**config.mk**
```make
export PLATFORM = sky130hd
export DESIGN_NAME = burst_addr_seq
export DESIGN_NICKNAME = d
export VERILOG_FILES = /design/src/rtl/burst_seq_pkg.sv /design/src/rtl/strobe_qual.sv /design/src/rtl/beat_counter.sv /design/src/rtl/addr_compose.sv /design/src/rtl/burst_addr_seq.sv
export SDC_FILE = /design/constraint.sdc
export NUM_CORES = 1
export LEC_CHECK = 0
export ABC_AREA = 1
export BUFFER_PORTS_ARGS = -buffer_cell sky130_fd_sc_hd__buf_2
export CAP_MARGIN = 20
export CORE_MARGIN = 2
export CORE_UTILIZATION = 34
export CTS_CLUSTER_SIZE = 8
export DETAILED_ROUTE_END_ITERATION = 10
export GPL_TIMING_DRIVEN = 0
export HOLD_SLACK_MARGIN = 0.15
export SLEW_MARGIN = 20
export SYNTH_ARGS = -nofsm -noshare
export SYNTH_HDL_FRONTEND = slang
export SYNTH_HIERARCHICAL = 1
export SYNTH_SLANG_ARGS = --single-unit
```
**constraint.sdc**
```tcl
create_clock -name clk -period 1 [get_ports clk]
set_input_delay 0.05 -clock clk [delete_from_list [all_inputs] [get_ports clk]]
set_output_delay 0.05 -clock clk [all_outputs]
set_load 0.02 [all_outputs]
```
**src/rtl/burst_seq_pkg.sv**
```systemverilog
package burst_seq_pkg;

    localparam int BEAT_W = 2;

    typedef logic [BEAT_W-1:0] beat_t;

    typedef enum logic {
        ORD_LINEAR     = 1'b0,
        ORD_INTERLEAVE = 1'b1
    } order_e;

    typedef struct packed {
        logic  valid;
        beat_t beat;
    } burst_state_t;

    function automatic beat_t beat_offset(input order_e ord, input beat_t start, input beat_t beat);
        beat_t r;
        if (ord == ORD_INTERLEAVE) r = start ^ beat;
        else                       r = start + beat;
        return r;
    endfunction

endpackage

```
**src/rtl/strobe_qual.sv**
```systemverilog
module strobe_qual (
    input  logic ctl_stb_n,
    input  logic cpu_stb_n,
    input  logic ce_n,
    output logic load
);
    logic ctl_hit;
    logic cpu_hit;

    always_comb begin
        ctl_hit = !ctl_stb_n;
        cpu_hit = !cpu_stb_n && !ce_n;
        load    = ctl_hit || cpu_hit;
    end
endmodule

```
**src/rtl/beat_counter.sv**
```systemverilog
module beat_counter
    import burst_seq_pkg::*;
(
    input  logic         clk,
    input  logic         rst,
    input  logic         load,
    input  logic         step_n,
    output burst_state_t state
);
    burst_state_t nxt;

    always_comb begin
        nxt = state;
        if (load) begin
            nxt.valid = 1'b1;
            nxt.beat  = '0;
        end else if (state.valid && !step_n) begin
            nxt.beat = state.beat + beat_t'(1);
        end
    end

    always_ff @(posedge clk) begin
        if (rst) state <= '0;
        else     state <= nxt;
    end

    AST_STEP_ONE: assert property (@(posedge clk) disable iff (rst)
        (!load && !step_n && state.valid) |=> (state.beat == beat_t'($past(state.beat) + beat_t'(1))));
    AST_HOLD_BEAT: assert property (@(posedge clk) disable iff (rst)
        (!load && step_n) |=> $stable(state.beat));
    AST_LOAD_RESTART: assert property (@(posedge clk) disable iff (rst)
        load |=> (state.beat == '0 && state.valid));
    AST_VALID_KEPT: assert property (@(posedge clk) disable iff (rst)
        state.valid |=> state.valid);
    AST_IDLE_NO_MOVE: assert property (@(posedge clk) disable iff (rst)
        (!load && !state.valid) |=> (state.beat == '0));
endmodule

```
**src/rtl/addr_compose.sv**
```systemverilog
module addr_compose
    import burst_seq_pkg::*;
#(
    parameter int ADDR_W = 17
) (
    input  logic [ADDR_W-1:0] base,
    input  beat_t             beat,
    input  order_e            ord,
    output logic [ADDR_W-1:0] addr
);
    localparam int UPPER_W = ADDR_W - BEAT_W;

    always_comb begin
        addr = {base[ADDR_W-1:BEAT_W], beat_offset(ord, base[BEAT_W-1:0], beat)};
    end

    initial begin
        AST_WIDTH_OK: assert (UPPER_W > 0);
    end
endmodule

```
**src/rtl/burst_addr_seq.sv**
```systemverilog
module burst_addr_seq
    import burst_seq_pkg::*;
#(
    parameter int ADDR_W = 17
) (
    input  logic              clk,
    input  logic              rst,
    input  logic              ctl_stb_n,
    input  logic              cpu_stb_n,
    input  logic              ce_n,
    input  logic              step_n,
    input  logic              order_il,
    input  logic [ADDR_W-1:0] ld_addr,
    output logic [ADDR_W-1:0] mem_addr,
    output logic              addr_valid
);
    logic              load;
    logic [ADDR_W-1:0] base_q;
    burst_state_t      st;
    order_e            ord;

    assign ord = order_e'(order_il);

    strobe_qual u_qual (
        .ctl_stb_n (ctl_stb_n),
        .cpu_stb_n (cpu_stb_n),
        .ce_n      (ce_n),
        .load      (load)
    );

    beat_counter u_beat (
        .clk    (clk),
        .rst    (rst),
        .load   (load),
        .step_n (step_n),
        .state  (st)
    );

    always_ff @(posedge clk) begin
        if (rst)       base_q <= '0;
        else if (load) base_q <= ld_addr;
    end

    addr_compose #(.ADDR_W(ADDR_W)) u_comp (
        .base (base_q),
        .beat (st.beat),
        .ord  (ord),
        .addr (mem_addr)
    );

    assign addr_valid = st.valid;

    AST_LOAD_SEEN: assert property (@(posedge clk) disable iff (rst)
        (!ctl_stb_n) |=> (mem_addr == $past(ld_addr) && addr_valid));
    AST_CPU_GATED: assert property (@(posedge clk) disable iff (rst)
        (ctl_stb_n && ce_n && step_n) |=> ($stable(mem_addr) && $stable(addr_valid)));
    AST_UPPER_FIXED: assert property (@(posedge clk) disable iff (rst)
        (ctl_stb_n && (cpu_stb_n || ce_n)) |=> $stable(mem_addr[ADDR_W-1:BEAT_W]));
    AST_ORDER_STATIC: assert property (@(posedge clk) disable iff (rst)
        (addr_valid && ctl_stb_n && (cpu_stb_n || ce_n)) |=> $stable(order_il));
endmodule

```
==> metrics.cfg <==
[worst_setup_path]
path_class=flop to output port
arrival_ps=1240
worst-path-max-fanout=2
end_kind=output port
required_ps=950
worst_setup_path_start_kind=flop

[sta]
rsz0062_at_grt=yes
min_period_ps=1290
max_clock_freq_ghz=0.773
maxSlewViolCount=0
timing.final.crit_share=1.29
fin_tns_setup_ps=-383
finalSetupViolCount=2
max_slew.worst_pin.slew_ps=228
finClkSkew_ps=0.581
final-hold-violation-count=0
relSlewSlack=0.847
worst_hold_slack_ps=179
fin_ws_ps=-294

[clocking]
tritoncts=built
cts_root_buf=clkbuf_4
cts_buffers=3
cts.path.max_buffers=2
path_clk_slew_ps=110
cts_max_level=1
clock_latency_ps=300
cts_sinks=20

[hold_path]
worstHoldPathType=input port to flop

[detailed_routing]
vias_per_cell=3.95
drt_iter0_drc=18
vias=1008
dr.pass1.iters=4
routedWlPerCell_um=8.86
route.detailed.drc=0
wl_um=2260
antenna_left=0

[flow_run]
max-cap-violations=0

[placed_design]
placed_area_mm2=0.00129
gp_congestion=0.666
place_ws_ps=-31.6
dpl.hpwl_um=1430
port_buffers=41

[power_and_ir_drop]
leakage_nw=0.900
power.density_mw_per_mm2=1190
irDropWorstVdd_mv=0.899

[global_route]
grt_overflow=0
grt_usage=0.131
grt_pass1_vias=874
antenna_found_initial=0
grt_max_degree=12
grt_pass1_wl_um=3440

[layout]
area_growth_pct=52.0
fin_nets=248
multi_input_area_um2=385
fin_area_mm2=0.00158
drive_gt1_frac=0.396
antennaDiodeCount=0
seqCellArea_um2=419
fillCellCount=295

[outcome]
status=finished, violations left
violations=negative setup slack

[synthesis]
syn-cell-area_mm2=0.00104
ys_types=16
synth_warnings=6
synth_seq_area_share=0.385
synth.avg_cell_area_um2=6.67
syn-num-nets=181
ys_ff_latch=20
synth_cells=156

[floorplan]
pin_count=42
die_w_um=59.3
dieArea_mm2=0.00352
start_util=0.349
row_count=20
core_area_mm2=0.00298
die_h_um=59.3

==> power by group <==
group | internal (W) | total (W) | switching [W]
clock | 0.000222 | 0.000473 | 0.000251
combinational | 0.000271 | 0.000510 | 0.000240
sequential | 0.000861 | 0.000895 | 0.0000343
total | 0.00135 | 0.00188 | 0.000525
==> cell usage in the layout (no fill, tap or decap), types with 2 or more instances in the layout <==
cell type	netlist	layout
nand3_1	2	2
clkbuf_4	0	3
dlygate4sd3_1	0	20
nand2_1	42	42
dfxtp_1	20	7
nor2_2	4	4
inv_2	1	2
nor2_1	36	36
buf_2	0	38
buf_4	16	17
buf_6	3	6
dfxtp_2	0	12
inv_1	25	24
==> Yosys cell counts, drive strengths merged <==
master | instances | area (um^2)
nand2 | 43 | 164
nor2 | 40 | 160
inv | 26 | 97.6
buf | 20 | 169
dfxtp | 20 | 400
nand3 | 3 | 20.0
a21oi | 1 | 5.00
ha | 1 | 12.5
nand4 | 1 | 6.26
o21ai | 1 | 5.00
==> flip-flops by register name (all words and copies together) (netlist names) <==
register and cells:
base_q 17, u_beat/state 3
==> cell type report <==
type | instances | area share
buffer | 20 | 0.107
clock buffer | 4 | 0.0230
inverter | 26 | 0.0618
multi-input combinational | 90 | 0.244
sequential | 20 | 0.265
tap | 33 | 0.0261
timing repair buffer | 62 | 0.273
==> critical path: stages (launching register included) <==
cell     delay, ps
dfxtp_2        370
ha_4           140
inv_2           30
nor2_1          90
nand3_1         80
nand2_1         70
inv_1           50
buf_6          120
==> per-layer routing <==
layer | vias up | wire [um] | share of wire | track usage
met5 | - | 0 | 0 | 0
met4 | 0 | 11 | 0.0049 | 0.0292
met3 | 2 | 109 | 0.048 | 0.0459
met2 | 28 | 1120 | 0.49 | 0.235
met1 | 413 | 1020 | 0.45 | 0.147
li1 | 565 | - | - | -
==> through the flow <==
stage / std cells / total power (W) / util
finish: 255 / 0.00188 / 0.531
global route: 255 / 0.00199 / 0.531
CTS: 255 / 0.00188 / 0.521
detailed placement: 230 / 0.00134 / 0.432
global placement: 230 / 0.00133 / 0.432
floorplan: 156 / 0.00121 / -
==> kinds of logic (layout without fill, tap and decap cells) <==
logic type | after synthesis | in the layout | synth area share
DFF | 20 | 20 | 0.385
adders and majority gates | 1 | 1 | 0.0120
buffers and inverters | 46 | 112 | 0.256
AOI/OAI and AO/OA | 2 | 2 | 0.00962
and+or+nand+nor | 87 | 87 | 0.337
==> worst paths after layout <==
path | from | to | slack, ps | cells after the start
hold reg to reg | base_q[9]$_SDFFE_PP0P_ | base_q[9]$_SDFFE_PP0P_ | 480 | 2
setup reg to reg | u_beat/state[0]$_SDFFE_PP0P_ | u_beat/state[1]$_SDFFE_PP0P_ | 210 | 5
setup / recovery | u_beat/state[0]$_SDFFE_PP0P_ | mem_addr[1] | -290 | 7
hold / removal | ctl_stb_n | u_beat/state[0]$_SDFFE_PP0P_ | 180 | 5
==> what timing repair did <==
item	4_1_cts	5_1_grt
hold buffers	20	0
pin swaps	0	4
endpoints found under the hold margin	20	0
resized for setup	5	17
buffers inserted	1	0
endpoints found under the setup margin	2	13
No activity file was read; power rests on OpenSTA's default activity.
